[src/rtl/sha1_pkg.sv]
package sha1_pkg;
  localparam int WORD_W    = 32;
  localparam int BLK_WORDS = 16;
  localparam int DIG_WORDS = 5;
  localparam int ROUNDS    = 80;
  localparam int BLK_IDX_W = $clog2(BLK_WORDS);
  localparam int DIG_IDX_W = $clog2(DIG_WORDS);
  localparam int RND_W     = $clog2(ROUNDS + 1);

  typedef logic [WORD_W-1:0] word_t;
  typedef logic [DIG_WORDS-1:0][WORD_W-1:0] dig_t;

  localparam dig_t SHA1_IV = {32'hC3D2E1F0, 32'h10325476, 32'h98BADCFE,
                              32'hEFCDAB89, 32'h67452301};

  function automatic word_t rotl(input word_t x, input int n);
    return (x << n) | (x >> (WORD_W - n));
  endfunction

  function automatic word_t round_f(input logic [RND_W-1:0] t, input word_t b,
                                    input word_t c, input word_t d);
    if (t < 20)      return (b & c) | (~b & d);
    else if (t < 40) return b ^ c ^ d;
    else if (t < 60) return (b & c) | (b & d) | (c & d);
    else             return b ^ c ^ d;
  endfunction

  function automatic word_t round_k(input logic [RND_W-1:0] t);
    if (t < 20)      return 32'h5A827999;
    else if (t < 40) return 32'h6ED9EBA1;
    else if (t < 60) return 32'h8F1BBCDC;
    else             return 32'hCA62C1D6;
  endfunction
endpackage

[src/rtl/sha1_load_seq.sv]
module sha1_load_seq
  import sha1_pkg::*;
(
  input  logic                 clk,
  input  logic                 rst_ni,
  input  logic                 wr_acc,
  input  logic                 busy,
  input  logic                 strobe,
  input  logic                 auto_en,
  input  logic                 mode_init,
  input  logic                 mode_next,
  output logic                 ld_we,
  output logic [BLK_IDX_W-1:0] ld_idx,
  output logic                 start,
  output logic                 use_iv
);
  localparam logic [BLK_IDX_W-1:0] LAST = BLK_IDX_W'(BLK_WORDS - 1);

  logic [BLK_IDX_W-1:0] cnt_q, cnt_d;

  always_comb begin
    ld_we  = wr_acc & ~busy;
    ld_idx = strobe ? '0 : cnt_q;
    cnt_d  = cnt_q;
    if (ld_we) cnt_d = (ld_idx == LAST) ? '0 : ld_idx + 1'b1;
    start  = ld_we & (ld_idx == LAST) & auto_en & (mode_init | mode_next);
    use_iv = mode_init;
  end

  always_ff @(posedge clk or negedge rst_ni) begin
    if (!rst_ni)    cnt_q <= '0;
    else if (ld_we) cnt_q <= cnt_d;
  end
endmodule

[src/rtl/sha1_round_core.sv]
module sha1_round_core
  import sha1_pkg::*;
(
  input  logic                 clk,
  input  logic                 rst_ni,
  input  logic                 ld_we,
  input  logic [BLK_IDX_W-1:0] ld_idx,
  input  word_t                ld_data,
  input  logic                 start,
  input  logic                 use_iv,
  output logic                 busy,
  output logic                 done,
  output dig_t                 digest
);
  localparam logic [RND_W-1:0] LAST_T = RND_W'(ROUNDS);

  logic             busy_q, busy_d;
  logic [RND_W-1:0] t_q, t_d;
  dig_t             st_q, st_d, h_q, h_d;
  logic             st_en, h_en;
  word_t            sched_q [BLK_WORDS];
  logic [BLK_WORDS-1:0] sched_we;
  word_t            sched_wd;

  logic                 round_en, fin;
  logic [BLK_IDX_W-1:0] ix0, ix2, ix8, ix13;
  word_t                w_t, tmp;
  dig_t                 seed;

  always_comb begin
    round_en = busy_q && (t_q < LAST_T);
    fin      = busy_q && (t_q == LAST_T);
    ix0  = t_q[BLK_IDX_W-1:0];
    ix2  = ix0 + BLK_IDX_W'(2);
    ix8  = ix0 + BLK_IDX_W'(8);
    ix13 = ix0 + BLK_IDX_W'(13);
    w_t  = (t_q < RND_W'(BLK_WORDS)) ? sched_q[ix0]
         : rotl(sched_q[ix13] ^ sched_q[ix8] ^ sched_q[ix2] ^ sched_q[ix0], 1);
    tmp  = rotl(st_q[0], 5) + round_f(t_q, st_q[1], st_q[2], st_q[3])
         + st_q[4] + round_k(t_q) + w_t;
    seed = use_iv ? SHA1_IV : h_q;

    busy_d = busy_q;
    t_d    = t_q;
    st_d   = st_q;
    h_d    = h_q;
    st_en  = 1'b0;
    h_en   = 1'b0;
    if (start && !busy_q) begin
      busy_d = 1'b1;
      t_d    = '0;
      st_d   = seed;
      h_d    = seed;
      st_en  = 1'b1;
      h_en   = 1'b1;
    end else if (round_en) begin
      t_d   = t_q + 1'b1;
      st_d  = {st_q[3], st_q[2], rotl(st_q[1], 30), st_q[0], tmp};
      st_en = 1'b1;
    end else if (fin) begin
      busy_d = 1'b0;
      h_en   = 1'b1;
      for (int i = 0; i < DIG_WORDS; i++) h_d[i] = h_q[i] + st_q[i];
    end

    sched_wd = round_en ? w_t : ld_data;
    for (int i = 0; i < BLK_WORDS; i++)
      sched_we[i] = round_en ? (ix0 == BLK_IDX_W'(i))
                             : (ld_we && !busy_q && ld_idx == BLK_IDX_W'(i));
  end

  always_ff @(posedge clk or negedge rst_ni) begin
    if (!rst_ni) begin
      busy_q <= 1'b0;
      t_q    <= '0;
    end else begin
      busy_q <= busy_d;
      t_q    <= t_d;
    end
  end

  always_ff @(posedge clk) begin
    if (st_en) st_q <= st_d;
    if (h_en)  h_q  <= h_d;
  end

  for (genvar g = 0; g < BLK_WORDS; g++) begin : g_sched
    always_ff @(posedge clk) begin
      if (sched_we[g]) sched_q[g] <= sched_wd;
    end
  end

  assign busy   = busy_q;
  assign done   = fin;
  assign digest = h_q;
endmodule

[src/rtl/sha1_read_seq.sv]
module sha1_read_seq
  import sha1_pkg::*;
(
  input  logic  clk,
  input  logic  rst_ni,
  input  logic  rd_acc,
  input  logic  clear,
  input  dig_t  digest,
  output word_t rdata
);
  localparam logic [DIG_IDX_W-1:0] LAST = DIG_IDX_W'(DIG_WORDS - 1);

  logic [DIG_IDX_W-1:0] cnt_q, cnt_d;
  logic                 cnt_en;
  word_t                rdata_q;

  always_comb begin
    cnt_en = clear | rd_acc;
    if (clear)               cnt_d = '0;
    else if (cnt_q == LAST)  cnt_d = '0;
    else                     cnt_d = cnt_q + 1'b1;
  end

  always_ff @(posedge clk or negedge rst_ni) begin
    if (!rst_ni)     cnt_q <= '0;
    else if (cnt_en) cnt_q <= cnt_d;
  end

  always_ff @(posedge clk) begin
    if (rd_acc) rdata_q <= digest[cnt_q];
  end

  assign rdata = rdata_q;
endmodule

[src/rtl/sha1_autoport.sv]
module sha1_autoport
  import sha1_pkg::*;
#(
  parameter int CTRL_W    = 32,
  parameter int STRB_BIT  = 10,
  parameter int AUTO_BIT  = 11,
  parameter int INIT_BIT  = 16,
  parameter int NEXT_BIT  = 17
) (
  input  logic              clk,
  input  logic              rst_n,
  input  logic              bus_req,
  input  logic              bus_we,
  input  logic [31:0]       bus_wdata,
  input  logic [CTRL_W-1:0] bus_ctrl,
  output logic              bus_ack,
  output logic [31:0]       bus_rdata,
  output logic [1:0]        status
);
  logic [1:0] rst_sync_q;
  logic       rst_ni;

  always_ff @(posedge clk or negedge rst_n) begin
    if (!rst_n) rst_sync_q <= '0;
    else        rst_sync_q <= {rst_sync_q[0], 1'b1};
  end
  assign rst_ni = rst_sync_q[1];

  logic                 ack_q, ack_d, valid_q, valid_d;
  logic                 accept, wr_acc, rd_acc, rd_clr;
  logic                 busy, done, start, use_iv, ld_we;
  logic [BLK_IDX_W-1:0] ld_idx;
  dig_t                 digest;
  logic                 unused_ctrl;

  assign unused_ctrl = ^bus_ctrl;

  always_comb begin
    accept  = bus_req & ~ack_q;
    wr_acc  = accept & bus_we;
    rd_acc  = accept & ~bus_we & valid_q;
    ack_d   = wr_acc | rd_acc;
    rd_clr  = start | (wr_acc & ~busy & bus_ctrl[STRB_BIT]);
    valid_d = valid_q;
    if (start)     valid_d = 1'b0;
    else if (done) valid_d = 1'b1;
  end

  always_ff @(posedge clk or negedge rst_ni) begin
    if (!rst_ni) begin
      ack_q   <= 1'b0;
      valid_q <= 1'b0;
    end else begin
      ack_q   <= ack_d;
      valid_q <= valid_d;
    end
  end

  sha1_load_seq u_load (
    .clk       (clk),
    .rst_ni    (rst_ni),
    .wr_acc    (wr_acc),
    .busy      (busy),
    .strobe    (bus_ctrl[STRB_BIT]),
    .auto_en   (bus_ctrl[AUTO_BIT]),
    .mode_init (bus_ctrl[INIT_BIT]),
    .mode_next (bus_ctrl[NEXT_BIT]),
    .ld_we     (ld_we),
    .ld_idx    (ld_idx),
    .start     (start),
    .use_iv    (use_iv)
  );

  sha1_round_core u_core (
    .clk     (clk),
    .rst_ni  (rst_ni),
    .ld_we   (ld_we),
    .ld_idx  (ld_idx),
    .ld_data (bus_wdata),
    .start   (start),
    .use_iv  (use_iv),
    .busy    (busy),
    .done    (done),
    .digest  (digest)
  );

  sha1_read_seq u_read (
    .clk    (clk),
    .rst_ni (rst_ni),
    .rd_acc (rd_acc),
    .clear  (rd_clr),
    .digest (digest),
    .rdata  (bus_rdata)
  );

  assign bus_ack = ack_q;
  assign status  = {valid_q, ~busy};
endmodule

[config.mk]
export PLATFORM = sky130hd
export DESIGN_NAME = sha1_autoport
export DESIGN_NICKNAME = d
export VERILOG_FILES = /design/src/rtl/sha1_pkg.sv /design/src/rtl/sha1_load_seq.sv /design/src/rtl/sha1_round_core.sv /design/src/rtl/sha1_read_seq.sv /design/src/rtl/sha1_autoport.sv
export SDC_FILE = /design/constraint.sdc
export NUM_CORES = 2
export LEC_CHECK = 0
export BUFFER_PORTS_ARGS = -buffer_cell sky130_fd_sc_hd__buf_2
export CORE_ASPECT_RATIO = 0.7
export CORE_MARGIN = 8
export CORE_UTILIZATION = 58
export DETAILED_ROUTE_END_ITERATION = 8
export GPL_TIMING_DRIVEN = 1
export PLACE_DENSITY = 0.77
export SLEW_MARGIN = 20
export SYNTH_ARGS = -nofsm -noshare
export SYNTH_HDL_FRONTEND = slang
export SYNTH_HIERARCHICAL = 1
export SYNTH_SLANG_ARGS = --single-unit
[constraint.sdc]
create_clock -name clk -period 0.8 [get_ports clk]
set_input_delay 0.08 -clock clk [delete_from_list [all_inputs] [get_ports clk]]
set_output_delay 0.08 -clock clk [all_outputs]
set_load 0.02 [all_outputs]
==> key figures <==
Run status
  – Outcome: complete, but fails checks
  – Failing checks: hold timing, setup timing

Worst setup path
  – Worst Path Arrival: 7.50 ns
  – Critical path required time: 1.25 ns
  – Max stage delay on crit path: 0.53 ns
  – Crit path max fanout: 11
  – Crit. Startpoint: u_core/t_q[0]
  – Startpoint Class: register
  – Crit end category: register
  – RR Startpoint: u_core/t_q[0]
  – Slowest-stage cell, CP: dfrtp_4
  – CP Buf/Inv Count: 6
  – Top Family by Delay on Critical Path: compound AO/OA/AOI/OAI gates
  – WS Path Type: register to register

Synth
  – Most frequent cell after synthesis: edfxtp_1
  – Post-Syn Instances: 4303
  – Synth top area cells: edfxtp_1 (46%), mux4_2 (18%), ha_1 (4.4%), fa_1 (4.4%), nand2_1 (3.4%)
  – #FFs+latches synth: 883
  – Post-synth net total: 4697
  – Synth Area per Inst: 13.2 µm²
  – Synth warn: 6
  – Number of synthesized flops with an enable pin: 864
  – Post-synthesis sequential area ratio: 0.464
  – Post-synth top area share: 0.455
  – Synth top cells by count: edfxtp_1 (864), nand2_1 (514), mux4_2 (449), o21ai_0 (215), inv_1 (202)
  – Cell variety after synth: 100
  – Ys flop type: edfxtp_1
  – Fraction of registers with async set/reset: 0.0215
  – Area leader, netlist: edfxtp_1
  – Synthesized cell area: 0.0570 mm²

Power and ir drop
  – Leakage: 0.0300 µW
  – Total power: 103000 µW
  – VDD IR-drop max: 3.02 mV
  – PD cells: 1370 mW/mm²

Timing
  – Clk_skew: 0.0409 ns
  – Fmax: 142 MHz
  – Final hold viol count: 1
  – Worst slew pin tran: 0.903 ns
  – Post-layout min period: 7.05 ns
  – PnR worst setup slack: -6.25 ns
  – RSZ-0062 raised after global routing: true
  – Final period utilization: 8.81
  – Finish-stage setup viols: 1780
  – Final count of pins violating max slew: 0
  – Hold WS: -0.0837 ns
  – Slew headroom: 0.392

Clock tree
  – TritonCTS clock tree: yes
  – Hold-fix buffers at CTS: 34
  – Clk sinks: 883
  – H-tree Lvls: 3
  – Worst-Skew Late Latency: 0.72 ns
  – Number of buffers created by CTS: 89
  – Clock buffer depth: 3
  – Root Driver: clkbuf_16
  – Clk slew on worst S/H paths: 0.07 ns

Layout
  – Register area: 0.0264 mm²
  – Area occupied by multi-input gates: 0.0307 mm²
  – Fin nets: 6020
  – Fillers: 5443
  – Ant diodes: 0
  – Finished Layout Cells: 7015
  – Share of cells above drive strength 1: 0.413
  – Area grow syn2layout: 31.8%

Place
  – PortBufs: 74
  – Place WS: -6.14 ns
  – GPL Wtd Cong: 0.964
  – Placed Cells: 6756
  – Dpl hpwl: 136000 µm

Die
  – Die area: 0.109 mm²
  – Core Region: 0.0977 mm²
  – DIE WIDTH: 391 µm
  – FP Rows: 96
  – Initial core utilization: 0.584
  – Die Y: 278 µm
  – I/O pins: 103

Routing
  – Vias: 47300
  – DRC Markers: 0
  – Vias/cell: 6.75
  – WL/cell: 28.6 µm
  – WL final: 201000 µm
  – Initial drt markers: 6836
  – Detailed Routing Iterations Pass 1: 6
  – Number of routed nets with antenna violations: 0

Hold path
  – Min-delay src: bus_ctrl[11]
  – HP Class: input pin to register

Global routing
  – Largest net degree at the start of global routing: 60
  – Initial antenna violation count: 0
  – First-pass GRT wire length: 292000 µm
  – Vias in the first global route: 47200
  – Overall global routing resource usage: 0.352
  – Total gr overflow: 0

Run
  – MaxCap Viol Count: 0
==> worst min-delay path: cells and delay by family <==
family                 cells  cell delay [ns]
buffers and inverters      2             0.27
AND/OR/NAND/NOR            3             0.23
==> kinds of logic after synthesis <==
group | count (synthesis) | share of synthesized area
compound gates | 842 | 0.0949
simple gates | 932 | 0.0723
fa+ha+maj | 326 | 0.0880
xor+xnor | 259 | 0.0398
flops | 883 | 0.464
other cells | 1 | 0.0000658
buf+inv | 435 | 0.0308
mux | 625 | 0.211
==> routing by layer <==
metal  part of all wire  vias up  track usage
li1                   -    19300            -
met1               0.36    23200        0.477
met2               0.45     3998        0.536
met3               0.14      804        0.100
met4              0.057        0        0.152
met5                  0        -            0
==> registers in the layout, summed over array words and instances (netlist names) <==
signal,flops
u_core/sched_q,512
u_core/digest,160
u_core/st_q,160
u_read/rdata,32
u_core/t_q,7
u_load/cnt_q,4
u_read/cnt_q,3
rst_sync_q,2
bus_ack,1
u_core/busy,1
valid_q,1
==> path summary, 6_finish.rpt <==
path,slack (ns),cells after the start,to
setup / recovery,-6.25,26,u_core/st_q[31]
hold / removal,-0.08,5,valid_q
setup reg to reg,-6.25,26,u_core/st_q[31]
hold reg to reg,0.18,1,bus_ack
max in group asynchronous,0.42,3,rst_sync_q[1]
min in group asynchronous,0.18,1,bus_ack
==> final cells by class <==
cell class | instances | share of cell area
inverters | 208 | 0.0105
repair buffers | 1459 | 0.168
clock buffers | 111 | 0.0309
clock inverters | 46 | 0.00787
flip-flops and latches | 883 | 0.352
well taps | 1323 | 0.0220
multi-input cells | 2985 | 0.408
==> layout by cell type (no fill, tap or decap), types with 20 or more instances in the layout <==
cell and count:
fa_1 116, o21a_1 20, buf_2 74, xnor2_2 39
xnor2_1 123, o21ai_2 28, nand3_1 53, edfxtp_1 864
a221o_1 33, ha_1 177, a21oi_2 37, nor2b_1 24
mux2i_1 125, clkbuf_16 96, nand2_1 490, a21o_1 88
clkbuf_1 21, xor2_1 92, o21ai_0 179, buf_12 103
nor2_1 154, o221ai_1 27, o21bai_1 21, nand2b_1 51
buf_6 38, buf_4 1190, o21ai_1 93, a21oi_1 121
dlygate4sd3_1 34, nor3_1 21, inv_1 189, mux4_2 449
==> report_power, final <==
group | total [µW] | internal, µW | switching, µW
combinational | 8180 | 3410 | 4770
clock | 43500 | 24500 | 19000
sequential | 51400 | 51100 | 278
==> through the flow <==
step                      instance area [µm²]  utilization  TNS (ns)
final                                   75100        0.769  -3605.17
after CTS                               73900        0.756  -3450.42
after detailed placement                69500        0.711  -3417.11
after global placement                  69500        0.711  -3318.32
after floorplan                         57500            -  -4199.75
after global routing                    75100        0.769  -3703.58
==> timing repair <==
action,CTS,global route
setup endpoints to repair,1779,1780
pin swaps,81,139
hold endpoints to repair,459,1
cloned,4,7
gates resized for setup,165,170
setup buffers,32,34
Power figures use the tool's default switching activity.
